`src/rtl/pwg_pkg.sv`:
```
package pwg_pkg;

  typedef enum logic [2:0] {
    ST_IDLE = 3'd0,
    ST_LAT  = 3'd1,
    ST_DATA = 3'd2,
    ST_ROW  = 3'd3,
    ST_ARD  = 3'd4,
    ST_AWR  = 3'd5
  } pwg_state_e;

  function automatic bit is_burst(input pwg_state_e s);
    return (s == ST_LAT) || (s == ST_DATA) || (s == ST_ROW);
  endfunction

endpackage

```
`src/rtl/pwg_cnt.sv`:
```
module pwg_cnt #(
  parameter int W = 3
) (
  input  logic         clk,
  input  logic         rst_n,
  input  logic         load,
  input  logic [W-1:0] load_val,
  input  logic         dec,
  output logic         zero
);

  logic [W-1:0] cnt_q;

  always_ff @(posedge clk or negedge rst_n) begin
    if (!rst_n)                  cnt_q <= '0;
    else if (load)               cnt_q <= load_val;
    else if (dec && cnt_q != '0) cnt_q <= cnt_q - 1'b1;
  end

  assign zero = (cnt_q == '0);

  AST_CNT_SATURATE: assert property (@(posedge clk) disable iff (!rst_n)
    (!load && zero) |=> zero);

endmodule

```
`src/rtl/pwg_col.sv`:
```
module pwg_col #(
  parameter int COL_W = 4
) (
  input  logic             clk,
  input  logic             rst_n,
  input  logic             load,
  input  logic [COL_W-1:0] load_col,
  input  logic             step,
  output logic             col_last
);

  logic [COL_W-1:0] col_q;

  always_ff @(posedge clk or negedge rst_n) begin
    if (!rst_n)    col_q <= '0;
    else if (load) col_q <= load_col;
    else if (step) col_q <= col_q + 1'b1;
  end

  assign col_last = &col_q;

  AST_COL_WRAP: assert property (@(posedge clk) disable iff (!rst_n)
    (step && !load && col_last) |=> (col_q == '0));

endmodule

```
`src/rtl/pwg_pad.sv`:
```
module pwg_pad
  import pwg_pkg::*;
#(
  parameter bit ACT_HIGH = 1'b1
) (
  input  pwg_state_e st,
  output logic       wait_o,
  output logic       wait_oe,
  output logic       adv_strobe
);

  logic hold;

  always_comb begin
    hold       = (st == ST_LAT) || (st == ST_ROW) || (st == ST_ARD);
    wait_oe    = is_burst(st) || (st == ST_ARD);
    adv_strobe = (st == ST_DATA);
    wait_o     = (wait_oe && hold) ? ACT_HIGH : ~ACT_HIGH;
  end

endmodule

```
`src/rtl/psram_wait_gen.sv`:
```
module psram_wait_gen
  import pwg_pkg::*;
#(
  parameter int COL_W    = 4,
  parameter int RD_LAT   = 3,
  parameter int WR_LAT   = 2,
  parameter int ROW_PEN  = 2,
  parameter bit ACT_HIGH = 1'b1
) (
  input  logic             clk,
  input  logic             rst_n,
  input  logic             ce_n,
  input  logic             adv_n,
  input  logic             oe_n,
  input  logic             we_n,
  input  logic             sync_mode,
  input  logic             lat_fixed,
  input  logic [COL_W-1:0] start_col,
  input  logic             refresh_busy,
  output logic             wait_o,
  output logic             wait_oe,
  output logic             adv_strobe
);

  localparam int MAX_AB = (RD_LAT > WR_LAT) ? RD_LAT : WR_LAT;
  localparam int MAX_C  = (MAX_AB > ROW_PEN) ? MAX_AB : ROW_PEN;
  localparam int CW     = $clog2(MAX_C + 1);
  localparam logic [CW-1:0] RD_LOAD  = CW'(RD_LAT - 1);
  localparam logic [CW-1:0] WR_LOAD  = CW'(WR_LAT - 1);
  localparam logic [CW-1:0] ROW_LOAD = CW'(ROW_PEN - 1);

  pwg_state_e st_q, st_d;
  logic       coll_q, fixed_q;
  logic       start, cnt_zero, cnt_load, col_last;
  logic [CW-1:0] cnt_val;

  assign start = !ce_n && !adv_n && sync_mode;

  always_comb begin
    st_d     = st_q;
    cnt_load = 1'b0;
    cnt_val  = ROW_LOAD;
    if (ce_n) begin
      st_d = ST_IDLE;
    end else if (start) begin
      st_d     = ST_LAT;
      cnt_load = 1'b1;
      cnt_val  = we_n ? RD_LOAD : WR_LOAD;
    end else begin
      case (st_q)
        ST_LAT:  if (cnt_zero && !(coll_q && refresh_busy)) st_d = ST_DATA;
        ST_DATA: if (col_last) begin
                   st_d     = ST_ROW;
                   cnt_load = 1'b1;
                 end
        ST_ROW:  if (cnt_zero) st_d = ST_DATA;
        default: begin
          if (!we_n)      st_d = ST_AWR;
          else if (!oe_n) st_d = ST_ARD;
          else            st_d = ST_IDLE;
        end
      endcase
    end
  end

  always_ff @(posedge clk or negedge rst_n) begin
    if (!rst_n) begin
      st_q    <= ST_IDLE;
      coll_q  <= 1'b0;
      fixed_q <= 1'b0;
    end else begin
      st_q <= st_d;
      if (start) begin
        coll_q  <= !lat_fixed && refresh_busy && we_n;
        fixed_q <= lat_fixed;
      end
    end
  end

  pwg_cnt #(.W(CW)) u_cnt (
    .clk      (clk),
    .rst_n    (rst_n),
    .load     (cnt_load),
    .load_val (cnt_val),
    .dec      ((st_q == ST_LAT) || (st_q == ST_ROW)),
    .zero     (cnt_zero)
  );

  pwg_col #(.COL_W(COL_W)) u_col (
    .clk      (clk),
    .rst_n    (rst_n),
    .load     (start),
    .load_col (start_col),
    .step     (st_q == ST_DATA),
    .col_last (col_last)
  );

  pwg_pad #(.ACT_HIGH(ACT_HIGH)) u_pad (
    .st         (st_q),
    .wait_o     (wait_o),
    .wait_oe    (wait_oe),
    .adv_strobe (adv_strobe)
  );

  AST_HIZ_ON_DESELECT: assert property (@(posedge clk) disable iff (!rst_n)
    ce_n |=> (!wait_oe && !adv_strobe));

  AST_ASYNC_WR_HIZ: assert property (@(posedge clk) disable iff (!rst_n)
    (!ce_n && !start && !we_n && !is_burst(st_q)) |=> !wait_oe);

  AST_ASYNC_RD_HOLD: assert property (@(posedge clk) disable iff (!rst_n)
    (!ce_n && !start && we_n && !oe_n && !is_burst(st_q))
      |=> (wait_oe && wait_o == ACT_HIGH));

  AST_FIXED_NO_STRETCH: assert property (@(posedge clk) disable iff (!rst_n)
    (st_q == ST_LAT && cnt_zero && fixed_q && !ce_n && !start) |=> adv_strobe);

  AST_STROBE_AFTER_HOLD: assert property (@(posedge clk) disable iff (!rst_n)
    $rose(adv_strobe) |-> $past(wait_oe && wait_o == ACT_HIGH));

  AST_ROW_HOLD: assert property (@(posedge clk) disable iff (!rst_n)
    (adv_strobe && col_last && !ce_n && !start)
      |=> (wait_oe && wait_o == ACT_HIGH));

endmodule

```
`config.mk`:
```
export PLATFORM = sky130hd
export DESIGN_NAME = psram_wait_gen
export DESIGN_NICKNAME = d
export VERILOG_FILES = /design/src/rtl/pwg_pkg.sv /design/src/rtl/pwg_cnt.sv /design/src/rtl/pwg_col.sv /design/src/rtl/pwg_pad.sv /design/src/rtl/psram_wait_gen.sv
export SDC_FILE = /design/constraint.sdc
export NUM_CORES = 1
export LEC_CHECK = 0
export BUFFER_PORTS_ARGS = -buffer_cell sky130_fd_sc_hd__buf_2
export CAP_MARGIN = 15
export CORE_UTILIZATION = 38
export CTS_CLUSTER_DIAMETER = 100
export DETAILED_ROUTE_END_ITERATION = 12
export PLACE_DENSITY = 0.69
export SYNTH_ARGS = -nofsm -noshare
export SYNTH_HDL_FRONTEND = slang
export SYNTH_HIERARCHICAL = 1
export SYNTH_SLANG_ARGS = --single-unit
```
`constraint.sdc`:
```
create_clock -name clk -period 4.4 [get_ports clk]
set_clock_uncertainty 0.05 [all_clocks]
set_input_delay 0.22 -clock clk [delete_from_list [all_inputs] [get_ports clk]]
set_output_delay 0.22 -clock clk [all_outputs]
set_load 0.1 [all_outputs]
```
### Word-level counts from Yosys, hierarchy flattened

Cells that the tools add are included.

| storage, ports and cells | value |
|---|---|
| flip-flop bits (word level) | 10 |
| bits of input ports | 13 |
| output and inout bits | 3 |
| logic and storage cells | 56 |

| operators by class | value |
|---|---|
| $add $sub $neg | 2 |
| eq/ne operators | 7 |
| mux-type cells | 20 |
| reduce and logical (&&, ||, !) cells | 23 |

Operator list:

| kind | count |
|---|---|
| 2-to-1 mux 3 bit | 7 |
| 2-to-1 mux 2 bit | 5 |
| one-hot mux 3 bit (3 select lines) | 1 |
| logical AND 1 bit | 8 |
| 2-to-1 mux 4 bit | 2 |
| inequality test 4 bit, second input constant | 2 |
| == test 3 x 2 -> 1 bit, second input constant | 2 |
| nonzero test 2 bit | 3 |
| logical OR 1 bit | 5 |
| 2-to-1 mux 1 bit | 5 |
| adder 4 x 1 -> 4 bit, second input constant | 1 |
| logical NOT 1 bit | 4 |
| inequality test 4 x 2 -> 1 bit, second input constant | 1 |
| AND reduction 4 bit | 1 |
| == test 3 x 1 -> 1 bit, second input constant | 1 |
| == test 3 bit, second input constant | 1 |
| AND reduction 3 bit | 1 |
| logical NOT 2 bit | 1 |
| subtractor 2 x 1 -> 2 bit, second input constant | 1 |

### Longest topological paths before layout

Gate-level depths: netlist (run 1).

| logic depth | value |
|---|---|
| word-level depth | 7 |
| gate-level depth with buffers | 6 |
| mapped depth without buffers | 6 |

### Modules after synthesis

The synthesis (run 1) kept the hierarchy.

Modules (own cells, without submodules):

| module | times used | cells an instance | area an instance (µm²) | seq. area each (µm²) |
|---|---|---|---|---|
| psram_wait_gen | 1 | 26 | 259.0 | 100.1 |
| pwg_col | 1 | 19 | 209.0 | 100.1 |
| pwg_cnt | 1 | 13 | 132.6 | 50.0 |
| pwg_pad | 1 | 4 | 31.3 | 0.0 |

### Worst setup path before layout (run 1)

OpenSTA, ideal clock, no wires.

| timing path | value |
|---|---|
| kind | register to output |
| from | reg st_q[2] |
| to | out adv_strobe |
| data arrival time | 2.677 ns |
| data required time | 4.130 ns |
| path slack | 1.453 ns |
| stages on the path, launching flop included | 2 |
| buffers on the path | 0 |
| cells stage by stage | dfrtp_1 > nor3b_1 |

| on the way | value |
|---|---|
| cells in the longest elaborated chain, start to end | 1 |

Ends and longest elaborated chain:

| item | RTL line | RTL |
|---|---|---|
| start, declared | psram_wait_gen.sv:32 | `pwg_state_e st_q, st_d;` |
| start signal, assigned | psram_wait_gen.sv:72 | `st_q <= st_d;` |
| == test 3 x 2 -> 1 bit | pwg_pad.sv:17 | `adv_strobe = (st == ST_DATA);` |
| end, declared | psram_wait_gen.sv:22 | `output logic adv_strobe` |

No other way between the ends.

### Final worst setup path (run 1)

| timing path | value |
|---|---|
| from | reg u_col.col_q[0] |
| to | reg u_cnt.cnt_q[1] |

| on the way | value |
|---|---|
| cells in the longest elaborated chain, start to end | 6 |
| elaborated cells on any way between the ends | 7 |
| classes of those cells | mux (5); reduce/logical (2) |

Ends and longest elaborated chain:

| item | RTL line | RTL |
|---|---|---|
| start, declared | pwg_col.sv:12 | `logic [COL_W-1:0] col_q;` |
| start signal, assigned | pwg_col.sv:16 | `else if (load) col_q <= load_col;` |
| start signal, assigned | pwg_col.sv:17 | `else if (step) col_q <= col_q + 1'b1;` |
| AND reduction 4 bit (*) | pwg_col.sv:20 | `assign col_last = &col_q;` |
| via col_last | psram_wait_gen.sv:34 | `logic start, cnt_zero, cnt_load, col_last;` |
| 2-to-1 mux 1 bit (*) | psram_wait_gen.sv:52 | `ST_DATA: if (col_last) begin` |
| 2-to-1 mux 1 bit (*) | psram_wait_gen.sv:50 | `case (st_q)` |
| 2-to-1 mux 1 bit (*) | psram_wait_gen.sv:45 | `end else if (start) begin` |
| 2-to-1 mux 1 bit (*) | psram_wait_gen.sv:43 | `if (ce_n) begin` |
| via cnt_load | psram_wait_gen.sv:34 |  |
| 2-to-1 mux 2 bit / nonzero test 2 bit (equally long branches) | n/a |  |
| end signal, assigned | pwg_cnt.sv:16 | `else if (load) cnt_q <= load_val;` |
| end signal, assigned | pwg_cnt.sv:17 | `else if (dec && cnt_q != '0) cnt_q <= cnt_q - 1'b1;` |
| end, declared | pwg_cnt.sv:12 | `logic [W-1:0] cnt_q;` |

Mark *: on every way through the listed nets, which the timed path passes. The rest lies on a longest branch.
A chain may end at the register's enable or synchronous reset.

==> results.tsv, run 1 <==
metric	value	unit
status	complete, no violations	
RSZ-0062 raised after global routing	false	
Die W	42.8	um
vias in the first global route	497	
Mapped Avg Cell Area	10.2	sq um
post-synthesis simple-gate area fraction	31.1	%
leakage power	0.361	nW
largest net degree at the start of global routing	11	
final WL	1120	um
commonest non-fill, non-tap cells in the layout	buf_2, nand2_1, dfrtp_1	
Yosys warning total	6	
Design Area, Final	759	sq um
Placer Congestion	0.688	
Port-buffer cells	15	
post-layout net count	98	
io pins	16	
XOR/XNOR share of the synthesized area	5.54	%
Yosys top cell area share	39.6	%
CTS tree	built	
Post-Syn Area	632	sq um
Synth Register Bits	10	
vias post-DR	495	
DRC	0	
fmax	554	MHz
antenna-violating nets left	0	
antenna violations before repair	0	
CP delay by family, top	simple AND/OR/NAND/NOR gates	
PwrDens	451	nW/um^2
Post-Syn Nets	77	
Compound-Gate Fraction of Synth Area	10.5	%
cell breakdown of the critical path	ha_1, and3_1, a21oi_1, nor2_1, or4b_1, o311ai_0	
Final min period	1800	ps
worst stage delay on the critical path	470	ps
post-DP HPWL	887	um
Crit-path slowest cell	or4b_1	
most common cell after layout, fill and taps aside	buf_2	
hold-fix buffers at CTS	1	
Hold Fails Final Rpt	0	
setup TNS	0	ps
hold_ws	114	ps
Layout area overhead	20.2	%
Clock Tree Root	clkbuf_4	
postcts setup bufs	0	
total track usage	16.2	%
Synth Area in Adders	3.96	%
VDD IR max	0.000265	V
die area	1830	sq um
final period utilization	41.0	%
max_cap viols	0	
endpoints failing setup	0	
first-pass GRT wire length	2200	um
dpl cells	93	
Final Max Tran Viols	0	
Antenna Cells	0	
largest cells by area after synthesis	dfrtp_1, nand2_1, nor2b_4	
critical path class	flop to flop	
initial core utilization	41.5	%
worst endpoint required time	4500	ps
worst rel slew slack	68.0	%
Post-Layout Cell Count	97	
Distinct cells, synth	31	
Yosys top cell by area	dfrtp_1	
cell row count	14	
synthesized instance count	62	
Design Power	0.343	mW
clk slew on worst S/H paths	60	ps
sequential-to-total area share from yosys stat	39.6	%
Max FO, Critical Path	6	
clk_lat worst skew	260	ps
TritonRoute pass-1 iters	2	
Iteration-0 DRC Markers	3	
Buf/Inv on CP	0	
vias per std cell	5.10	
CTS H-tree depth	1	
CTS sink count	10	
multiplexer area fraction after synthesis	7.52	%
CTS Buf Count	3	
DP Area	727	sq um
total gr overflow	0	
CP Data Arrival Time	1900	ps
CP endpoint kind	flop	
drt wl/cell	11.5	um
R2R Setup Slk	2600	ps
share of layout cells above drive strength 1	32.1	%
crit path launch type	flop	
main combinational cell family by area after synthesis	simple AND/OR/NAND/NOR gates	
Hold Crit Class	input pin to flop	
Worst-Margin Slew	484	ps
clock tree buffer depth	2	
CTS-repair resized insts	0	
Die H	42.8	um
CORE AREA	1520	sq um
## worst min-delay path: stages
cell and delay (ps):
buf_2 70, nand2_1 40, o21ai_0 50
## report_power, final
part	leakage, nW	switching [mW]	internal [mW]
Combinational	0.221	0.0891	0.0552
Sequential	0.126	0.0224	0.117
Clock	0.0138	0.0281	0.0314
## metal layers
| layer | routed length (um) | global-route usage [%] | share of wire (%) | up-vias |
|---|---|---|---|---|
| met3 | 58 | 6.38 | 5.2 | 0 |
| met2 | 571 | 27.6 | 51 | 13 |
| met5 | 0 | 0 | 0 | - |
| met4 | 0 | 3.75 | 0 | 0 |
| met1 | 486 | 18.9 | 44 | 224 |
| li1 | - | - | - | 258 |
## through the flow
| step | utilization (%) | setup WS (ps) |
|---|---|---|
| after floorplan | - | 1450 |
| after global placement | 47.7 | 2650 |
| after detailed placement | 47.7 | 2600 |
| after CTS | 49.8 | 2590 |
| after global routing | 49.8 | 2440 |
| final | 49.8 | 2600 |
## cell type report
class	count	area (sq um)
fill	155	764
sequential	10	250
tap	16	20.0
clock buffer	3	22.5
inverter	3	11.3
timing repair buffer	16	85.1
multi-input combinational	49	370
## Yosys cell counts
cell / n
and3_1: 1
or2b_1: 1
and2_1: 1
o311ai_0: 1
nand4_2: 1
mux2i_1: 1
o21bai_1: 1
nor2b_4: 2
a21oi_1: 1
nor2_1: 3
o21ai_0: 3
and4bb_1: 1
o21ai_1: 1
ha_1: 2
inv_1: 3
and3b_1: 1
or4b_1: 2
mux2_4: 1
o211ai_2: 1
nor3b_2: 1
nor4_1: 1
and2b_1: 1
nand2b_1: 1
xnor2_1: 3
a31oi_1: 2
mux2_2: 2
nor3b_1: 1
dfrtp_1: 10
nand2_1: 10
xor2_1: 1
nor2b_1: 1
## logic make-up after synthesis
kind of cell    after synthesis
compound gates               10
xor+xnor                      4
fa+ha+maj                     2
buf+inv                       3
flops                        10
mux                           4
simple gates                 29
## path summary, 6_finish.rpt
| kind | from | endpoint | depth (start not counted) |
|---|---|---|---|
| max | u_col/col_q[0] | u_cnt/cnt_q[1] | 6 |
| min | start_col[0] | u_col/col_q[0] | 3 |
| min reg2reg | coll_q | coll_q | 1 |
| max reg2reg | u_col/col_q[0] | u_cnt/cnt_q[1] | 6 |
| max in group asynchronous | rst_n | st_q[1] | 2 |
| min in group asynchronous | rst_n | coll_q | 2 |
## flip-flops by register name, summed over array words and instances, names as in the netlist
signal,cells
u_col/col_q,4
st_q,3
u_cnt/cnt_q,2
coll_q,1
Power figures use the tool's default switching activity.
==> run 2: changes to the inputs <==
Clock period 4.4 ns to 1.7 ns, I/O delays scaled along.
==> run 2 against run 1 <==
The run now ends with setup timing left; die area stayed put; design area up 23%; worst setup slack lost 2600 ps; hold slack got worse by 80 ps; total power grew to 3.2 times the previous value; core utilization up 12 points; sequential power rose by 150%; flip-flop and latch count unchanged; first-iteration DRC count rose to 2.7 times the previous value; routed wire length grew 25%; clock power grew to 3.9 times the previous value; combinational power rose to 3.6 times the previous value.
==> results.tsv, run 2 (synthesis gave the netlist of run 1 again) <==
metric	value	unit	change
leakage power	0.441	nW	+22%
CORE AREA	1520	sq um	unchanged
CTS H-tree depth	1		unchanged
Largest register FFs	4		unchanged
CTS sink count	10		unchanged
Design Area, Final	937	sq um	+23%
worst rel slew slack	68.1	%	+0.16 points
final period utilization	101	%	+60 points
first-pass GRT wire length	2400	um	+9.1%
Final Max Tran Viols	0		unchanged
status	finished, violations left		
Clock Tree Root	clkbuf_4		
Final min period	1720	ps	-80.4 ps
worst stage delay on the critical path	530	ps	+60 ps
Die H	42.8	um	unchanged
endpoints failing setup	1		+1
biggest regs	u_col/col_q (4), st_q (3), u_cnt/cnt_q (2)		
Die W	42.8	um	unchanged
Iteration-0 DRC Markers	8		+5
crit path launch type	flop		
vias per std cell	5.14		+0.68%
CTS tree	built		
cell breakdown of the critical path	ha_2, and3_4, a21oi_4, nor2_4, or4b_4, o311ai_2		
Crit-path slowest cell	or4b_4		
DRC	0		unchanged
NetSw	0.428	mW	+210%
CTS Buf Count	3		unchanged
io pins	16		unchanged
largest reg by FF count	u_col/col_q		
Hold Fails Final Rpt	0		unchanged
initial core utilization	41.5	%	unchanged
die area	1830	sq um	unchanged
most common cell after layout, fill and taps aside	buf_2		
final setup margin	-23.9	ps	-2620 ps
Max FO, Critical Path	4		-2
total gr overflow	0		unchanged
max_cap viols	0		unchanged
Hold Crit Class	input pin to flop		
Clock Power Share	21.1	%	+3.7 points
Setup Slack @ Placement	12.3	ps	-2580 ps
final WL	1400	um	+25%
antenna violations before repair	0		unchanged
VDD IR max	0.000652	V	+150%
RSZ-0062 raised after global routing	true		
vias in the first global route	568		+14%
TritonRoute pass-1 iters	4		+2
cell row count	14		unchanged
antenna-violating nets left	0		unchanged
fmax	580	MHz	+4.7%
dpl cells	99		+6.5%
commonest non-fill, non-tap cells in the layout	buf_2, nand2_1, dfrtp_1		
vias post-DR	560		+13%
clk slew on worst S/H paths	80	ps	+20 ps
PwrDens	1160	nW/um^2	+160%
Seq pwr share	31.8	%	-8.8 points
Post-Layout Cell Count	109		+12%
clock tree buffer depth	2		unchanged
failing checks	setup timing		
Layout area overhead	48.3	%	
Comb pwr share	47.1	%	+5.0 points
total track usage	18.0	%	+1.8 points
CP Data Arrival Time	1860	ps	-40 ps
Int Pwr	0.664	mW	+230%
worst endpoint required time	1830	ps	-2670 ps
R2R Setup Slk	-20	ps	-2620 ps
drt wl/cell	12.8	um	+11%
CP endpoint kind	flop		
hold_ws	33.4	ps	-80.5 ps
Placer Congestion	0.704		+2.3%
setup TNS	-23.9	ps	-23.9 ps
post-layout net count	109		+11%
Antenna Cells	0		unchanged
post-DP HPWL	1010	um	+14%
largest net degree at the start of global routing	11		unchanged
Port-buffer cells	15		unchanged
share of layout cells above drive strength 1	46.2	%	+14 points
clk_lat worst skew	270	ps	about the same
Worst-Margin Slew	481	ps	-2.49 ps
switching portion of total power	39.2	%	-1.5 points
DP Area	806	sq um	+11%
critical path class	flop to flop		
## run 2: stage by stage
| stage | power [mW] | util [%] |
|---|---|---|
| global route | 1.16 | 61.5 |
| finish | 1.09 | 61.5 |
| floorplan | 0.666 | - |
| CTS | 1.07 | 58.9 |
| global placement | 0.798 | 52.9 |
| detailed placement | 0.818 | 52.9 |
## run 2: power by group through the flow
stage | Combinational, mW | Sequential [mW] | Clock [mW]
after global routing | 0.559 | 0.353 | 0.249
after CTS | 0.488 | 0.346 | 0.234
after floorplan | 0.314 | 0.353 | 0
final | 0.514 | 0.347 | 0.230
after global placement | 0.451 | 0.347 | 0
after detailed placement | 0.468 | 0.350 | 0
## run 2: cell type report
type                            count  area (sq um)
Fill cell                         127           587
Multi-Input combinational cell     49           424
Sequential cell                    10           250
Timing Repair Buffer               27           195
Clock buffer                        4          36.3
Tap cell                           16          20.0
Inverter                            3          11.3
## run 2: final timing paths
kind,from,to,cells past startpoint
max reg2reg,u_col/col_q[1],u_cnt/cnt_q[1],6
min,ce_n,st_q[0],2
min in group asynchronous,rst_n,u_cnt/cnt_q[0],2
min reg2reg,coll_q,coll_q,1
max,u_col/col_q[1],u_cnt/cnt_q[1],6
max in group asynchronous,rst_n,u_col/col_q[3],2
## run 2: repair_timing
item	in CTS	in global routing
hold buffers	5	0
pin swaps	2	4
gates cloned	0	0
hold endpoints to repair	14	0
setup buffers	0	1
endpoints found under the setup margin	2	2
resized for setup	3	6
## run 2: routing by layer
metal  up-vias  GRT usage, %  routed length [um]
met2        10          30.0                 737
li1        282             -                   -
met5         -             0                   0
met3         0          5.11                  44
met4         0          9.38                   0
met1       268          20.6                 614
## run 2: worst max-delay path, delay by kind of cell, from the launching register on
family,cells,cell delay (ps)
DFF,1,390
and+or+nand+nor,3,770
AOI/OAI and AO/OA,2,230
adders and majority gates,1,190
